**config.mk**
```make
export PLATFORM = sky130hd
export DESIGN_NAME = fetch_queue_top
export DESIGN_NICKNAME = d
export VERILOG_FILES = /design/src/rtl/pfq_pkg.sv /design/src/rtl/pfq_byte_fifo.sv /design/src/rtl/pfq_addr_gen.sv /design/src/rtl/pfq_bus_ctl.sv /design/src/rtl/fetch_queue_top.sv
export SDC_FILE = /design/constraint.sdc
export NUM_CORES = 1
export LEC_CHECK = 0
export BUFFER_PORTS_ARGS = -buffer_cell sky130_fd_sc_hd__buf_2
export CAP_MARGIN = 5
export CORE_UTILIZATION = 25
export DETAILED_ROUTE_END_ITERATION = 10
export PLACE_DENSITY_LB_ADDON = 0.15
export SLEW_MARGIN = 20
export SYNTH_ARGS = -nofsm -noshare
export SYNTH_HDL_FRONTEND = slang
export SYNTH_HIERARCHICAL = 1
export SYNTH_SLANG_ARGS = --single-unit
```
**constraint.sdc**
```tcl
create_clock -name clk -period 10.2 [get_ports clk]
set_input_delay 0.51 -clock clk [delete_from_list [all_inputs] [get_ports clk]]
set_output_delay 0.51 -clock clk [all_outputs]
set_load 0.005 [all_outputs]
```
**src/rtl/pfq_pkg.sv**
```systemverilog
package pfq_pkg;

  typedef enum logic [1:0] {
    BUS_IDLE = 2'd0,
    BUS_CODE = 2'd1,
    BUS_OPER = 2'd2
  } bus_state_e;

  // modular pointer advance for a ring whose size need not be a power of two
  function automatic int ring_add(input int ptr, input int step, input int size);
    int s;
    s = ptr + step;
    if (s >= size) s = s - size;
    return s;
  endfunction

endpackage

```
**src/rtl/pfq_byte_fifo.sv**
```systemverilog
module pfq_byte_fifo #(
  parameter int DEPTH = 6,
  parameter int BW    = 8
) (
  input  logic                          clk,
  input  logic                          rst_n,
  input  logic                          clr,
  input  logic                          pop,
  input  logic [1:0]                    push_n,
  input  logic [BW-1:0]                 din0,
  input  logic [BW-1:0]                 din1,
  output logic [BW-1:0]                 head,
  output logic [$clog2(DEPTH+1)-1:0]    cnt,
  output logic [$clog2(DEPTH+1)-1:0]    cnt_nxt
);
  import pfq_pkg::*;

  localparam int PW = $clog2(DEPTH);
  localparam int CW = $clog2(DEPTH+1);

  logic [PW-1:0] rd_q, rd_nxt, wr_q, wr_nxt, wr_p1;
  logic [CW-1:0] cnt_q;
  logic          do_pop, we0, we1;
  logic [BW-1:0] slot_q [DEPTH];

  always_comb begin
    do_pop  = pop && (cnt_q != '0);
    wr_p1   = PW'(ring_add(int'(wr_q), 1, DEPTH));
    we0     = !clr && (push_n != 2'd0);
    we1     = !clr && (push_n == 2'd2);
    if (clr) begin
      rd_nxt  = '0;
      wr_nxt  = '0;
      cnt_nxt = '0;
    end else begin
      rd_nxt  = do_pop ? PW'(ring_add(int'(rd_q), 1, DEPTH)) : rd_q;
      wr_nxt  = PW'(ring_add(int'(wr_q), int'(push_n), DEPTH));
      cnt_nxt = cnt_q + CW'(push_n) - CW'(do_pop);
    end
  end

  always_ff @(posedge clk or negedge rst_n) begin
    if (!rst_n) begin
      rd_q  <= '0;
      wr_q  <= '0;
      cnt_q <= '0;
    end else begin
      rd_q  <= rd_nxt;
      wr_q  <= wr_nxt;
      cnt_q <= cnt_nxt;
    end
  end

  // datapath storage, no reset needed
  always_ff @(posedge clk) begin
    for (int i = 0; i < DEPTH; i++) begin
      if (we0 && (wr_q == PW'(i)))
        slot_q[i] <= din0;
      else if (we1 && (wr_p1 == PW'(i)))
        slot_q[i] <= din1;
    end
  end

  assign head = slot_q[rd_q];
  assign cnt  = cnt_q;

endmodule

```
**src/rtl/pfq_addr_gen.sv**
```systemverilog
module pfq_addr_gen #(
  parameter int          SEG_W   = 16,
  parameter int          OFF_W   = 16,
  parameter int          PA_W    = 20,
  parameter logic [15:0] RST_SEG = 16'hFFFF,
  parameter logic [15:0] RST_OFF = 16'h0000
) (
  input  logic              clk,
  input  logic              rst_n,
  input  logic              redir,
  input  logic [SEG_W-1:0]  redir_seg,
  input  logic [OFF_W-1:0]  redir_off,
  input  logic              adv,
  output logic [PA_W-1:0]   phys_nxt,
  output logic              skip_lo
);
  localparam int SHIFT = PA_W - SEG_W;

  logic [SEG_W-1:0] seg_q, seg_nxt;
  logic [OFF_W-1:0] off_q, off_nxt, off_al;
  logic             skip_q, skip_nxt;

  always_comb begin
    seg_nxt  = seg_q;
    off_nxt  = off_q;
    skip_nxt = skip_q;
    if (redir) begin
      seg_nxt  = redir_seg;
      off_nxt  = redir_off;
      skip_nxt = redir_off[0];
    end else if (adv) begin
      off_nxt  = {off_q[OFF_W-1:1], 1'b0} + OFF_W'(2);
      skip_nxt = 1'b0;
    end
    off_al   = {off_nxt[OFF_W-1:1], 1'b0};
    phys_nxt = {seg_nxt, {SHIFT{1'b0}}} + PA_W'(off_al);
  end

  always_ff @(posedge clk or negedge rst_n) begin
    if (!rst_n) begin
      seg_q  <= SEG_W'(RST_SEG);
      off_q  <= OFF_W'(RST_OFF);
      skip_q <= RST_OFF[0];
    end else begin
      seg_q  <= seg_nxt;
      off_q  <= off_nxt;
      skip_q <= skip_nxt;
    end
  end

  assign skip_lo = skip_q;

endmodule

```
**src/rtl/pfq_bus_ctl.sv**
```systemverilog
module pfq_bus_ctl #(
  parameter int PA_W   = 20,
  parameter int DATA_W = 16
) (
  input  logic              clk,
  input  logic              rst_n,
  input  logic              redir,
  input  logic              room,
  input  logic [PA_W-1:0]   code_addr,
  input  logic              opr_req,
  input  logic              opr_we,
  input  logic [PA_W-1:0]   opr_addr,
  input  logic [DATA_W-1:0] opr_wdata,
  input  logic              mem_ack,
  output logic              mem_req,
  output logic              mem_code,
  output logic              mem_we,
  output logic [PA_W-1:0]   mem_addr,
  output logic [DATA_W-1:0] mem_wdata,
  output logic              opr_ack,
  output logic              word_ok
);
  import pfq_pkg::*;

  bus_state_e        st_q, st_nxt;
  logic [PA_W-1:0]   addr_q, addr_nxt;
  logic [DATA_W-1:0] wd_q, wd_nxt;
  logic              we_q, we_nxt;
  logic              disc_q, disc_nxt;
  logic              pick, load;

  always_comb begin
    pick   = (st_q == BUS_IDLE) || ((st_q == BUS_CODE) && mem_ack);
    st_nxt = st_q;
    if (pick) begin
      if (opr_req)   st_nxt = BUS_OPER;
      else if (room) st_nxt = BUS_CODE;
      else           st_nxt = BUS_IDLE;
    end else if ((st_q == BUS_OPER) && mem_ack) begin
      st_nxt = BUS_IDLE;
    end
    load     = pick && (st_nxt != BUS_IDLE);
    addr_nxt = addr_q;
    wd_nxt   = wd_q;
    we_nxt   = we_q;
    if (load) begin
      if (st_nxt == BUS_OPER) begin
        addr_nxt = opr_addr;
        wd_nxt   = opr_wdata;
        we_nxt   = opr_we;
      end else begin
        addr_nxt = code_addr;
        we_nxt   = 1'b0;
      end
    end
    disc_nxt = disc_q;
    if ((st_q == BUS_CODE) && mem_ack) disc_nxt = 1'b0;
    else if ((st_q == BUS_CODE) && redir) disc_nxt = 1'b1;
  end

  always_ff @(posedge clk or negedge rst_n) begin
    if (!rst_n) begin
      st_q   <= BUS_IDLE;
      addr_q <= '0;
      wd_q   <= '0;
      we_q   <= 1'b0;
      disc_q <= 1'b0;
    end else begin
      st_q   <= st_nxt;
      disc_q <= disc_nxt;
      if (load) begin
        addr_q <= addr_nxt;
        wd_q   <= wd_nxt;
        we_q   <= we_nxt;
      end
    end
  end

  assign mem_req   = (st_q != BUS_IDLE);
  assign mem_code  = (st_q == BUS_CODE);
  assign mem_we    = we_q;
  assign mem_addr  = addr_q;
  assign mem_wdata = wd_q;
  assign opr_ack   = (st_q == BUS_OPER) && mem_ack;
  assign word_ok   = (st_q == BUS_CODE) && mem_ack && !disc_q && !redir;

endmodule

```
**src/rtl/fetch_queue_top.sv**
```systemverilog
module fetch_queue_top #(
  parameter int          DEPTH   = 6,
  parameter int          SEG_W   = 16,
  parameter int          OFF_W   = 16,
  parameter int          PA_W    = 20,
  parameter int          DATA_W  = 16,
  parameter logic [15:0] RST_SEG = 16'hFFFF,
  parameter logic [15:0] RST_OFF = 16'h0000
) (
  input  logic              clk,
  input  logic              rst_n,
  input  logic              redir_vld,
  input  logic [SEG_W-1:0]  redir_seg,
  input  logic [OFF_W-1:0]  redir_off,
  input  logic              q_take,
  output logic              q_vld,
  output logic [DATA_W/2-1:0] q_byte,
  input  logic              opr_req,
  input  logic              opr_we,
  input  logic [PA_W-1:0]   opr_addr,
  input  logic [DATA_W-1:0] opr_wdata,
  output logic              opr_ack,
  output logic [DATA_W-1:0] opr_rdata,
  output logic              mem_req,
  output logic              mem_code,
  output logic              mem_we,
  output logic [PA_W-1:0]   mem_addr,
  output logic [DATA_W-1:0] mem_wdata,
  input  logic              mem_ack,
  input  logic [DATA_W-1:0] mem_rdata
);
  localparam int BW = DATA_W / 2;
  localparam int CW = $clog2(DEPTH+1);

  logic [CW-1:0]   q_cnt, cnt_nxt;
  logic [PA_W-1:0] code_addr;
  logic            skip_lo, word_ok, room;
  logic [1:0]      push_n;
  logic [BW-1:0]   din0;

  assign room   = (int'(cnt_nxt) <= DEPTH - 2);
  assign push_n = word_ok ? (skip_lo ? 2'd1 : 2'd2) : 2'd0;
  assign din0   = skip_lo ? mem_rdata[DATA_W-1:BW] : mem_rdata[BW-1:0];

  pfq_byte_fifo #(.DEPTH(DEPTH), .BW(BW)) i_fifo (
    .clk     (clk),
    .rst_n   (rst_n),
    .clr     (redir_vld),
    .pop     (q_take),
    .push_n  (push_n),
    .din0    (din0),
    .din1    (mem_rdata[DATA_W-1:BW]),
    .head    (q_byte),
    .cnt     (q_cnt),
    .cnt_nxt (cnt_nxt)
  );

  pfq_addr_gen #(
    .SEG_W(SEG_W), .OFF_W(OFF_W), .PA_W(PA_W),
    .RST_SEG(RST_SEG), .RST_OFF(RST_OFF)
  ) i_addr (
    .clk       (clk),
    .rst_n     (rst_n),
    .redir     (redir_vld),
    .redir_seg (redir_seg),
    .redir_off (redir_off),
    .adv       (word_ok),
    .phys_nxt  (code_addr),
    .skip_lo   (skip_lo)
  );

  pfq_bus_ctl #(.PA_W(PA_W), .DATA_W(DATA_W)) i_ctl (
    .clk       (clk),
    .rst_n     (rst_n),
    .redir     (redir_vld),
    .room      (room),
    .code_addr (code_addr),
    .opr_req   (opr_req),
    .opr_we    (opr_we),
    .opr_addr  (opr_addr),
    .opr_wdata (opr_wdata),
    .mem_ack   (mem_ack),
    .mem_req   (mem_req),
    .mem_code  (mem_code),
    .mem_we    (mem_we),
    .mem_addr  (mem_addr),
    .mem_wdata (mem_wdata),
    .opr_ack   (opr_ack),
    .word_ok   (word_ok)
  );

  assign q_vld     = (q_cnt != '0);
  assign opr_rdata = mem_rdata;

endmodule

```
### Word level (Yosys, flattened, before mapping)

Memory sizes are Yosys's and may differ from the RTL's.
Index checks and enable logic that the tools add are counted.

| storage, ports and cells | value |
|---|---|
| register bits after elaboration | 81 |
| RAM bits | 48 |
| input bits | 91 |
| output and inout port bits | 65 |
| word-level logic and storage cells | 156 |
| memories kept | 1 |

| cells by class | value |
|---|---|
| add/sub/neg operators | 10 |
| $lt $le $gt $ge | 4 |
| equality and inequality tests | 14 |
| mux-type cells | 71 |
| bitwise operators | 6 |
| reduce and logical (&&, ||, !) cells | 39 |

Memories:

| memory | words | bits a word | rd ports | clocked after Yosys merged registers in | wr ports | RTL line | text |
|---|---|---|---|---|---|---|---|
| i_fifo.slot_q | 6 | 8 | 1 | 0 | 2 | pfq_byte_fifo.sv:24 | `logic [BW-1:0] slot_q [DEPTH];` |

Operators by type and width:

| operator | number |
|---|---|
| $mux 8 | 11 |
| $mux 16 | 3 |
| $mux 1 | 40 |
| $mux 3 | 11 |
| $reduce_or 8->1 | 4 |
| $logic_and 1x1->1 | 21 |
| $add 20x16->20 | 1 |
| $mux 20 | 1 |
| $add 16x2->16 const B | 1 |
| $eq 3x2->1 const B | 4 |
| $eq 3x3->1 const B | 4 |
| $ge 4x3->1 const B | 3 |
| $reduce_bool 2->1 | 6 |
| $mux 2 | 5 |
| $sub 3x2->3 const B | 3 |
| $add 3x1->4 const B | 2 |
| $eq 2x2->1 const B | 3 |
| $eq 3x1->1 const B | 2 |
| $logic_not 3->1 | 2 |
| $or 1x1->1 | 6 |
| $add 3x2->4 | 1 |
| $add 3x2->3 | 1 |
| $le 3x3->1 const B | 1 |
| $reduce_bool 3->1 | 1 |
| 6 further kinds | 7 |

### Depth between registers and ports, before layout

Gate-level depths: netlist (run 1).

| logic depth | value |
|---|---|
| depth after elaboration | 15 |
| mapped depth | 17 |
| gate-level depth less buffers | 16 |

### By module

Netlist (run 1), hierarchy kept.

Modules (own cells, without submodules):

| module | instances | cells each | area each (sq um) | sequential area each (sq um) |
|---|---|---|---|---|
| pfq_byte_fifo | 1 | 239 | 3323.2 | 1666.6 |
| pfq_addr_gen | 1 | 220 | 2104.5 | 820.8 |
| pfq_bus_ctl | 1 | 181 | 1973.1 | 1001.0 |
| fetch_queue_top | 1 | 29 | 279.0 | 0.0 |

### Worst setup path before layout (run 1)

No wires, ideal clock.

| timing | value |
|---|---|
| path type | flip-flop to flip-flop |
| from | reg i_ctl.st_q[1] |
| to | reg i_ctl.addr_q[19], in the netlist i_ctl/mem_addr[19] |
| setup time | 0.082 ns |
| arrival | 3.410 ns |
| data required time | 10.118 ns |
| slack | 6.708 ns |
| cell stages (with the launch flop) | 17 |
| path buffers | 1 |
| period minus slack after synthesis | 3.492 ns |
| path through | dfrtp_1 nor2b_1 nand2_1 nor3_1 buf_4 nand4_1 or2_2 nor2_1 xnor2_1 o21ai_0 ha_1 a21o_1 a21o_1 or4_1 o211ai_1 o31ai_1 a31oi_1 |

| between the ends | value |
|---|---|
| elaborated cells on any way between the ends | 24 |

RTL lines:

| item | RTL line | text |
|---|---|---|
| from (decl) | pfq_bus_ctl.sv:25 | `bus_state_e st_q, st_nxt;` |
| from (signal assigned) | pfq_bus_ctl.sv:69 | `st_q <= st_nxt;` |
| $eq 2x1->1 | - |  |
| net mem_code | fetch_queue_top.sv:25 | `output logic mem_code,` |
| $logic_and 1x1->1 | pfq_bus_ctl.sv:33, pfq_bus_ctl.sv:85 |  |
| $logic_and 1x1->1 (2 in series) | pfq_bus_ctl.sv:85 | `assign word_ok = (st_q == BUS_CODE) && mem_ack && !disc_q && !redir;` |
| net word_ok | fetch_queue_top.sv:37 | `logic skip_lo, word_ok, room;` |
| $mux 16 | pfq_addr_gen.sv:31 | `end else if (adv) begin` |
| $mux 16 | pfq_addr_gen.sv:27 | `if (redir) begin` |
| net i_addr.off_nxt[14] | pfq_addr_gen.sv:20 | `logic [OFF_W-1:0] off_q, off_nxt, off_al;` |
| $add 20x16->20 | pfq_addr_gen.sv:36 | `phys_nxt = {seg_nxt, {SHIFT{1'b0}}} + PA_W'(off_al);` |
| net code_addr[19] | fetch_queue_top.sv:36 | `logic [PA_W-1:0] code_addr;` |
| $mux 20 | pfq_bus_ctl.sv:47 | `if (st_nxt == BUS_OPER) begin` |
| to (signal assigned) | pfq_bus_ctl.sv:72 | `addr_q <= addr_nxt;` |
| to (decl) | pfq_bus_ctl.sv:26 | `logic [PA_W-1:0] addr_q, addr_nxt;` |

The timed path passes the listed nets, and every way through them passes these cells. The select of a mux whose other input is x is not followed.
A chain may end at the register's enable or synchronous reset.

### Worst setup path in the final report (run 1)

| timing | value |
|---|---|
| from | reg i_ctl.st_q[0] |
| to | reg i_ctl.addr_q[14], in the netlist i_ctl/mem_addr[14] |

| between the ends | value |
|---|---|
| cells in the longest elaborated chain, start to end | 14 |
| elaborated cells on any way between the ends | 24 |

RTL lines:

| item | RTL line | text |
|---|---|---|
| $eq 2x1->1 * | pfq_bus_ctl.sv:85 |  |
| $logic_and 1x1->1 * (3 in series) | pfq_bus_ctl.sv:85 |  |
| net word_ok | fetch_queue_top.sv:37 |  |
| $mux 2 * | fetch_queue_top.sv:42 | `assign push_n = word_ok ? (skip_lo ? 2'd1 : 2'd2) : 2'd0;` |
| net push_n[1] | fetch_queue_top.sv:38 | `logic [1:0] push_n;` |
| $add 3x2->3 * | pfq_byte_fifo.sv:38 | `cnt_nxt = cnt_q + CW'(push_n) - CW'(do_pop);` |
| $sub 3x1->3 * | pfq_byte_fifo.sv:38 |  |
| $mux 3 * | pfq_byte_fifo.sv:31 | `if (clr) begin` |
| net cnt_nxt[1] | fetch_queue_top.sv:35 | `logic [CW-1:0] q_cnt, cnt_nxt;` |
| $le 3x3->1 * | fetch_queue_top.sv:41 | `assign room = (int'(cnt_nxt) <= DEPTH - 2);` |
| net room | fetch_queue_top.sv:37 |  |
| $mux 1 * | pfq_bus_ctl.sv:37 | `else if (room) st_nxt = BUS_CODE;` |
| $mux 2 * | pfq_bus_ctl.sv:36 | `if (opr_req) st_nxt = BUS_OPER;` |
| $mux 2 * | pfq_bus_ctl.sv:35 | `if (pick) begin` |
| $eq 2x2->1 or $reduce_bool 2->1 (tied branches) | pfq_bus_ctl.sv:47, pfq_bus_ctl.sv:42 |  |
| $mux 20 or $logic_and 1x1->1 (tied branches) | pfq_bus_ctl.sv:47, pfq_bus_ctl.sv:42 |  |

Mark *: on every way through the listed nets, which the timed path passes. The rest lies on a longest branch. The select of a mux whose other input is x is not followed.

==> flow_summary.ini, run 1 <==
[power]
power_share_of_the_sequential_group_pct = 35.3
static_leakage_nw = 3.78
power_switching_share_pct = 33.5
power_per_unit_of_standard_cell_area_nw_per_um2 = 224
share_comb_of_total_power_pct = 32.8
power_frac_clock_pct = 31.9
p_int_mw = 1.38
peakVddDrop_uv = 85.6
switchingPower_mw = 0.695

[critical_path]
critical-path-max-stage-delay_ps = 810
critPathCaptureType = register
cp_data_required_time_ps = 10460
critical_path_class = reg2reg
cp_top_family = simple AND/OR/NAND/NOR gates
critical_path.startpoint_type = register
slowest_stage = sky130_fd_sc_hd__nor3_1
path_max_fanout = 21
timing.critical_path.arrival_ps = 5120
critical_path.cell_chain = nor2b_1 -> nand2_1 -> nor3_1 -> and2b_2 -> inv_1 -> ha_1 -> fa_1 -> nor2_1 -> o21ai_0 -> or2_2 -> and3_1 -> a31oi_1
worstPathBufferInverterCount = 1

[cells_and_area]
final.fill_count = 3106
finish.utilization_pct = 31.0
area_growth_pct = 20.8
final_cell_count_no_fill = 1194
layout.nets = 911
area.sequential_um2 = 3490
footprint_of_the_multi_input_gates_um2 = 3780
post_route_cells_drive_above_1_share_pct = 40.2
antennaDiodeCount = 0

[synth]
synth.top_cells.by_count = sky130_fd_sc_hd__mux2_2 (69), sky130_fd_sc_hd__dfrtp_1 (65), sky130_fd_sc_hd__edfxtp_1 (48)
synth-seq-cells = 129
netlist_instances = 669
yosys.cell_types.count = 66
synthesis.area_um2 = 7680
synth_edf_count = 48
synthesis.nets = 789
yosysTopAreaCellShare_pct = 21.2
share_of_synthesized_area_occupied_by_flip_flops_and_latches_pct = 45.4
library_cell_with_the_highest_instance_count_after_synthesis = sky130_fd_sc_hd__mux2_2
synthDominantAreaCellType = sky130_fd_sc_hd__dfrtp_1
synth_top_cells_by_area = sky130_fd_sc_hd__dfrtp_1 (21%), sky130_fd_sc_hd__edfxtp_1 (19%), sky130_fd_sc_hd__mux2_2 (10%)
synth_top_flop_cell = sky130_fd_sc_hd__dfrtp_1
postSynth.asyncResetShare_pct = 62.8
synth_warnings = 6
syn_area_per_cell_um2 = 11.5

[timing]
grt_setup_unrepaired = no
setup_total_negative_slack_ps = 0
worst_slew_pin_slew_ps = 1060
hold-worst-slack_ps = 298
final_setup_violation_count = 0
final_hold_violations = 0
slew_violations = 0
fin_skew_ps = 9.32
minimum_setup_slack_in_the_final_design_ps = 5340
fmax_mhz = 206
timing.max_slew.rel_slack_pct = 29.0
min_period_over_period_pct = 47.7
period_minus_slack_ps = 4860

[clock_tree]
clk_latency_ps = 420
hold_buffers = 1
ctsLongestPathBuffers = 2
tritoncts_num_sinks = 129
htree_num_levels = 4
post_cts.repair.setup_buffers = 0
numCtsBuffers = 17
clk_pin_slew_ps = 60
root_buffer = sky130_fd_sc_hd__clkbuf_16
cts_resized = 0
cts_tree = done

[floorplanning]
die_y_um = 177
die_x_um = 177
die_area_um2 = 31400
coreArea_um2 = 30000
total_number_of_placement_rows = 63
start_util_pct = 25.6
i_o_pins = 156

[detailed_routing]
wl_met2_um = 10600
dr_wl_met3_um = 824
viasPerCell = 4.72
route.detailed.wl_per_inst_um = 18.0
dr.first_iter.drc_count = 312
drt.antenna.violating_nets = 0
highest_layer_used_for_signal_routing = met4
via_count = 5639
totalWireLength_um = 21500
drt-pass1-iter-count = 4
remaining_drc_errors = 0
wl_met1_um = 9850

[run]
max_cap_viol_count = 0

[global_routing]
initial_antenna_violation_count = 0
globalRouteTotalUtil_pct = 14.1
grt_pass1_vias = 5832
grt_pass1_wl_um = 33500
grt.overflow.total = 0
grt_max_degree = 69

[status]
outcome = finished clean

[placed_design]
gp_routability_congestion = 0.727
port_buffers = 155
post-dp-hpwl_um = 15000
placed_cells = 1161
dp_worst_setup_slack_ps = 5100

[min_path]
hold_path.class = in2reg
==> metal layers <==
| metal | vias to the layer above | GRT usage [%] |
|---|---|---|
| li1 | 2736 | - |
| met1 | 2752 | 18.2 |
| met2 | 138 | 23.9 |
| met3 | 13 | 2.66 |
| met4 | 0 | 3.53 |
| met5 | - | 0 |
==> registers in the layout, indices dropped and copies added (netlist names) <==
register         count
i_addr/skip_lo       1
i_fifo/rd_q          3
i_addr/seg_q        16
i_ctl/st_q           2
i_ctl/disc_q         1
i_fifo/cnt           3
i_ctl/mem_we         1
i_ctl/mem_wdata     16
i_addr/off_q        15
i_fifo/wr_q          3
i_fifo/slot_q       48
i_ctl/mem_addr      20
==> cells in the final DEF, fill, tap and decap left out, types with 3 or more instances in the layout <==
master	count
sky130_fd_sc_hd__nand2b_1	4
sky130_fd_sc_hd__fa_1	3
sky130_fd_sc_hd__a21oi_1	25
sky130_fd_sc_hd__clkinvlp_4	4
sky130_fd_sc_hd__inv_1	16
sky130_fd_sc_hd__xnor2_1	17
sky130_fd_sc_hd__nand4_1	27
sky130_fd_sc_hd__o31ai_1	22
sky130_fd_sc_hd__nand3_1	8
sky130_fd_sc_hd__nand2_1	44
sky130_fd_sc_hd__and3_1	8
sky130_fd_sc_hd__a21o_1	6
sky130_fd_sc_hd__buf_2	154
sky130_fd_sc_hd__or2_2	6
sky130_fd_sc_hd__bufinv_16	4
sky130_fd_sc_hd__mux2_4	16
sky130_fd_sc_hd__ha_1	26
sky130_fd_sc_hd__mux4_2	8
sky130_fd_sc_hd__dfstp_2	16
sky130_fd_sc_hd__clkinv_4	3
sky130_fd_sc_hd__mux2_2	69
sky130_fd_sc_hd__edfxtp_1	48
sky130_fd_sc_hd__dfrtp_1	65
sky130_fd_sc_hd__nor2b_1	6
sky130_fd_sc_hd__o211ai_1	5
sky130_fd_sc_hd__nor2_1	28
sky130_fd_sc_hd__xor2_1	14
sky130_fd_sc_hd__a31oi_1	43
sky130_fd_sc_hd__buf_4	7
sky130_fd_sc_hd__mux2i_1	12
sky130_fd_sc_hd__nor3_1	4
sky130_fd_sc_hd__o21ai_0	22
sky130_fd_sc_hd__inv_6	3
sky130_fd_sc_hd__clkbuf_16	17
==> cells by family after synthesis <==
logic type	Yosys count	synth area share, %
adders and majority gates	29	5.02
muxes	106	17.3
buffers and inverters	75	5.38
DFF	129	45.4
AOI/OAI and AO/OA	142	11.9
other	1	0.0488
and+or+nand+nor	156	11.4
xor gates and xnor gates	31	3.54
==> area by class of cell <==
cell class                 count  area share [%]
tap                          390            5.26
multi-input combinational    465            40.7
clock buffer                  17            4.58
clock inverter                15            2.22
timing repair buffer         162            8.98
inverter                      16           0.647
sequential                   129            37.6
==> path summary, 6_finish.rpt <==
path | startpoint | slack, ps | end | depth (start not counted)
setup / recovery | i_ctl/st_q[0] | 5340 | i_ctl/mem_addr[14] | 12
hold / removal | opr_we | 300 | i_ctl/mem_we | 2
setup reg to reg | i_ctl/st_q[0] | 5340 | i_ctl/mem_addr[14] | 12
hold reg to reg | i_ctl/mem_wdata[6] | 500 | i_ctl/mem_wdata[6] | 1
max in group asynchronous | rst_n | 8540 | i_addr/off_q[11] | 3
min in group asynchronous | rst_n | 490 | i_ctl/mem_wdata[0] | 2
==> power by group through the flow <==
stage	logic [mW]	registers, mW	clock network, mW
after floorplan	0.462	0.722	0
after global placement	0.688	0.747	0
after detailed placement	0.692	0.740	0
after CTS	0.693	0.733	0.689
after global routing	0.759	0.747	0.704
final	0.680	0.733	0.663
==> worst register-to-register path, delay by kind of cell (launching register included) <==
kind,cells,cell delay [ps]
and+or+nand+nor,7,2910
adders and majority gates,2,850
AOI/OAI and AO/OA,2,460
DFF,1,430
buffers and inverters,1,60
==> through the flow <==
stage	power (mW)	instance area (um^2)
6_report	2.08	9280
5_1_grt	2.21	9280
4_1_cts	2.12	9280
3_5_place_dp	1.43	8640
3_3_place_gp	1.43	8640
2_1_floorplan	1.18	7680
Power figures use the tool's default switching activity.
==> run 2, diff against run 1 <==
==> constraint.sdc (replaced) <==
create_clock -name clk -period 4.3 [get_ports clk]
set_input_delay 0.215 -clock clk [delete_from_list [all_inputs] [get_ports clk]]
set_output_delay 0.215 -clock clk [all_outputs]
set_load 0.005 [all_outputs]
==> flow_summary.ini, run 2 (synthesized netlist as in run 1, its figures left out) <==
[floorplanning]
start_util_pct = 25.6
die_area_um2 = 31400
die_y_um = 177
i_o_pins = 156
coreArea_um2 = 30000
die_x_um = 177
total_number_of_placement_rows = 63

[clock_tree]
ctsLongestPathBuffers = 2
post_cts.repair.setup_buffers = 0
htree_num_levels = 4
clk_latency_ps = 420
tritoncts_num_sinks = 129
clk_pin_slew_ps = 70
cts_tree = done
root_buffer = sky130_fd_sc_hd__clkbuf_16
numCtsBuffers = 17

[global_routing]
initial_antenna_violation_count = 0
grt_pass1_wl_um = 34000
grt.overflow.total = 0
grt_pass1_vias = 5798
globalRouteTotalUtil_pct = 14.4
grt_max_degree = 68

[power]
static_leakage_nw = 3.80
peakVddDrop_uv = 227
power_per_unit_of_standard_cell_area_nw_per_um2 = 521

[placed_design]
post_dp_cell_area_um2 = 8680
gp_routability_congestion = 0.793
port_buffers = 155
post-dp-hpwl_um = 15600

[critical_path]
critical_path.startpoint_type = register
critical-path-max-stage-delay_ps = 730
cp_data_required_time_ps = 4550
critical_path.cell_chain = nor2b_2 -> nand2_1 -> nor3_2 -> buf_4 -> and2b_2 -> inv_1 -> ha_1 -> fa_1 -> nor2_1 -> o21ai_0 -> or2_2 -> and3_1 -> a31oi_1
path_max_fanout = 21
slowest_stage = sky130_fd_sc_hd__and3_1
cp_top_family = simple AND/OR/NAND/NOR gates
timing.critical_path.arrival_ps = 4090
critPathCaptureType = register
critical_path_class = reg2reg
worstPathBufferInverterCount = 2

[detailed_routing]
route.detailed.wl_per_inst_um = 18.4
via_count = 5719
remaining_drc_errors = 0
drt.antenna.violating_nets = 0
drt-pass1-iter-count = 5
viasPerCell = 4.76
totalWireLength_um = 22200
dr.first_iter.drc_count = 262

[cells_and_area]
post_route_cells_drive_above_1_share_pct = 40.8
antennaDiodeCount = 0
layout.nets = 919
final_common_cell = sky130_fd_sc_hd__buf_2
registers.top_by_ff_count = i_fifo/slot_q
largest_register_ff_count = 48
postLayoutCellArea_um2 = 9310
mostFrequentLayoutCells = sky130_fd_sc_hd__buf_2 (154), sky130_fd_sc_hd__mux2_2 (69), sky130_fd_sc_hd__dfrtp_1 (65), sky130_fd_sc_hd__edfxtp_1 (48), sky130_fd_sc_hd__nand2_1 (44)
final.fill_count = 3125
area_growth_pct = 21.2

[timing]
worst_slew_pin_slew_ps = 882
min_period_over_period_pct = 89.4
slew_violations = 0
fin_skew_ps = 13.7
final_setup_violation_count = 0
timing.max_slew.rel_slack_pct = 41.2
grt_setup_unrepaired = no
setup_total_negative_slack_ps = 0
period_minus_slack_ps = 3850
final_hold_violations = 0
fmax_mhz = 260

[run]
max_cap_viol_count = 0

[status]
outcome = finished clean

[min_path]
hold_path.class = in2reg
-- run 2: final timing paths --
check,start,endpoint,slack [ps],cells past startpoint
setup / recovery,i_ctl/st_q[0],i_ctl/mem_addr[8],450,13
hold / removal,opr_wdata[13],i_ctl/mem_wdata[13],20,2
setup reg to reg,i_ctl/st_q[0],i_ctl/mem_addr[8],450,13
hold reg to reg,i_ctl/mem_wdata[3],i_ctl/mem_wdata[3],510,1
max in group asynchronous,rst_n,i_addr/seg_q[14],2950,3
min in group asynchronous,rst_n,i_ctl/mem_wdata[1],380,2
-- run 2: area by class of cell --
class | instances | area (um^2) | share of cell area (%)
multi-input cells | 465 | 3790 | 40.7
flip-flops and latches | 129 | 3490 | 37.5
repair buffers | 170 | 901 | 9.68
well taps | 390 | 488 | 5.24
clock buffers | 18 | 429 | 4.61
clock inverters | 14 | 153 | 1.64
inverters | 16 | 60.1 | 0.645
-- run 2: worst register-to-register path: cells and delay by family (launching register included) --
| kind | cells | cell delay [ps] |
|---|---|---|
| AND/OR/NAND/NOR | 7 | 1700 |
| adder cells (fa/ha/maj) | 2 | 850 |
| AO/OA/AOI/OAI | 2 | 440 |
| flip-flops | 1 | 410 |
| buffers and inverters | 2 | 260 |
-- run 2: stage by stage --
step | total power, mW | cells | hold slack [ps] | util [%] | setup WS, ps
finish | 4.85 | 1202 | 18.5 | 31.1 | 454
global route | 5.16 | 1202 | 4.86 | 31.1 | 90.4
CTS | 4.92 | 1200 | 0.952 | 31.0 | 175
detailed placement | 3.41 | 1166 | 343 | 29.0 | 167
global placement | 3.41 | 1166 | 337 | 29.0 | 215
floorplan | 2.81 | 669 | -80.6 | - | 808
-- run 2: repair_timing --
action                                 CTS  global route
endpoints found under the hold margin   51             2
resized for setup                        0             6
hold buffers                             2             2
setup endpoints to repair                0            21
-- run 2: where the power goes --
| group | leakage (nW) | switching (mW) | total (mW) | internal (mW) |
|---|---|---|---|---|
| Combinational | 2.14 | 0.887 | 1.65 | 0.761 |
| Clock | 0.276 | 0.610 | 1.47 | 0.862 |
| Sequential | 1.38 | 0.183 | 1.73 | 1.55 |
| Total | 3.80 | 1.68 | 4.85 | 3.17 |
-- run 2: per-layer routing --
metal / up-vias / part of all wire (%) / track usage [%]
met5: - / 0 / 0
met4: 0 / 0.37 / 2.46
met3: 7 / 3.9 / 3.05
met2: 156 / 51 / 25.3
met1: 2811 / 44 / 18.3
li1: 2745 / - / -
==> run 3, diff against run 2 <==
--- a/config.mk
+++ b/config.mk
@@ -8,6 +8,7 @@
 export BUFFER_PORTS_ARGS = -buffer_cell sky130_fd_sc_hd__buf_2
 export CAP_MARGIN = 5
 export CORE_UTILIZATION = 25
+export CTS_BUF_LIST = sky130_fd_sc_hd__clkbuf_4 sky130_fd_sc_hd__clkbuf_8
 export DETAILED_ROUTE_END_ITERATION = 10
 export PLACE_DENSITY_LB_ADDON = 0.15
 export SLEW_MARGIN = 20
==> flow_summary.ini, run 3 (synthesized netlist as in run 1, its figures left out) <==
[clock_tree]
ctsLongestPathBuffers = 2
htree_num_levels = 4
post_cts.repair.setup_buffers = 0
cts_tree = done
clk_pin_slew_ps = 90
root_buffer = sky130_fd_sc_hd__clkbuf_8
numCtsBuffers = 17
tritoncts_num_sinks = 129
clk_latency_ps = 450

[global_routing]
initial_antenna_violation_count = 0
grt_pass1_vias = 5900
grt_util_met2_pct = 25.3
grt_pass1_wl_um = 34300
grt_use_met1_pct = 18.4
grt_util_met3_pct = 2.79
busiest_layer = met2
grt.overflow.total = 0
grt_max_degree = 68
globalRouteTotalUtil_pct = 14.5

[timing]
setup_total_negative_slack_ps = 0
final_setup_violation_count = 0
fin_skew_ps = 18.4
slew_violations = 0
final_hold_violations = 0
grt_setup_unrepaired = no
hold-worst-slack_ps = 30.8
period_minus_slack_ps = 3900
min_period_over_period_pct = 90.7
timing.max_slew.rel_slack_pct = 40.6
worst_slew_pin_slew_ps = 891
fmax_mhz = 256

[power]
power_share_of_the_sequential_group_pct = 38.5
power_per_unit_of_standard_cell_area_nw_per_um2 = 478
p_int_mw = 2.85
peakVddDrop_uv = 198
power_frac_clock_pct = 24.2
power_switching_share_pct = 36.4
switchingPower_mw = 1.63
share_comb_of_total_power_pct = 37.2
static_leakage_nw = 3.82
power_mw = 4.48

[floorplanning]
die_area_um2 = 31400
i_o_pins = 156
start_util_pct = 25.6
total_number_of_placement_rows = 63
die_y_um = 177
die_x_um = 177
coreArea_um2 = 30000

[critical_path]
critical_path_class = reg2reg
path_max_fanout = 8
cp_data_required_time_ps = 4670
timing.critical_path.from = i_ctl/st_q[0]
r2r_end = i_ctl/mem_addr[18]
timing.critical_path.arrival_ps = 4280
reg2reg_from = i_ctl/st_q[0]
cp_top_family = simple AND/OR/NAND/NOR gates
critical-path-max-stage-delay_ps = 460
setup.reg_to_reg.worst_slack_ps = 400
critPathCaptureType = register
critical_path.cell_chain = nor2b_1 -> nand2_1 -> nor3_2 -> buf_4 -> nand3_1 -> nor2_1 -> nand4_1 -> xor2_1 -> o21ai_0 -> ha_2 -> nand2_1 -> o21a_1 -> a21boi_1 -> a311oi_1 -> xor2_1 -> o31ai_1 -> a31oi_1
critical_path.startpoint_type = register
setup.worst_path.end = i_ctl/mem_addr[18]
slowest_stage = sky130_fd_sc_hd__ha_2
worst_r2r_path_depth = 17
worst-path-stages = 17
worstPathBufferInverterCount = 1

[detailed_routing]
totalWireLength_um = 22200
dr.first_iter.drc_count = 243
drt.antenna.violating_nets = 0
viasPerCell = 4.72
route.detailed.wl_per_inst_um = 18.1
drt-pass1-iter-count = 4
via_count = 5802
remaining_drc_errors = 0

[placed_design]
port_buffers = 155
post-dp-hpwl_um = 15600
gp_routability_congestion = 0.793

[cells_and_area]
registers.top_by_ff_count = i_fifo/slot_q
final_common_cell = sky130_fd_sc_hd__buf_2
area_growth_pct = 22.1
mostFrequentLayoutCells = sky130_fd_sc_hd__buf_2 (154), sky130_fd_sc_hd__mux2_2 (69), sky130_fd_sc_hd__dfrtp_1 (65), sky130_fd_sc_hd__edfxtp_1 (48), sky130_fd_sc_hd__nand2_1 (44)
post_route_cells_drive_above_1_share_pct = 39.5
antennaDiodeCount = 0
layout.nets = 945
largest_register_ff_count = 48

[status]
outcome = finished clean

[run]
max_cap_viol_count = 0

[min_path]
hold_path.class = in2reg
-- run 3: worst min-delay path by stage --
stage          slack, ps          from  depth (start not counted)                  to
2_1_floorplan        -80         rst_n                          0    i_addr/off_q[10]
3_3_place_gp         340         rst_n                          1  i_ctl/mem_wdata[0]
3_5_place_dp         340         rst_n                          1  i_ctl/mem_wdata[0]
4_1_cts             0.07  opr_addr[17]                          3  i_ctl/mem_addr[17]
5_1_grt                4  redir_off[0]                          2      i_addr/skip_lo
6_report              30  redir_off[0]                          2      i_addr/skip_lo
-- run 3: per-stage QoR --
stage	area, um^2	util, %	setup slack, ps	instances
after floorplan	7680	-	808	669
after global placement	8680	29.0	215	1166
after detailed placement	8680	29.0	167	1166
after CTS	9360	31.2	169	1227
after global routing	9380	31.3	1.38	1228
final	9380	31.3	398	1228
-- run 3: worst register-to-register path: cells and delay by family (launching register included) --
kind / cells / cell delay (ps)
compound gates: 6 / 1150
flops: 1 / 420
buf+inv: 1 / 210
fa+ha+maj: 1 / 460
simple gates: 7 / 1210
xor+xnor: 2 / 400
-- run 3: layout make-up --
type | instances | area, um^2
repair buffers | 196 | 1160
well taps | 390 | 488
clock buffers | 18 | 241
inverters | 16 | 60.1
flip-flops and latches | 129 | 3490
clock inverters | 14 | 153
fillers | 3144 | 20600
multi-input cells | 465 | 3790
-- run 3: timing repair --
action,4_1_cts,5_1_grt
endpoints found under the setup margin,0,21
endpoints found under the hold margin,78,1
resized for setup,0,5
hold buffers,29,1
-- run 3: per-layer routing --
| metal | up-vias | part of all wire [%] |
|---|---|---|
| met5 | - | 0 |
| met2 | 171 | 51 |
| li1 | 2796 | - |
| met3 | 11 | 4.6 |
| met4 | 0 | 0.79 |
| met1 | 2824 | 43 |
-- run 3: power by group through the flow --
stage / clock network (mW) / registers, mW / logic (mW)
6_report: 1.09 / 1.73 / 1.67
5_1_grt: 1.18 / 1.76 / 1.85
4_1_cts: 1.14 / 1.73 / 1.69
3_5_place_dp: 0 / 1.74 / 1.67
3_3_place_gp: 0 / 1.76 / 1.65
2_1_floorplan: 0 / 1.71 / 1.10
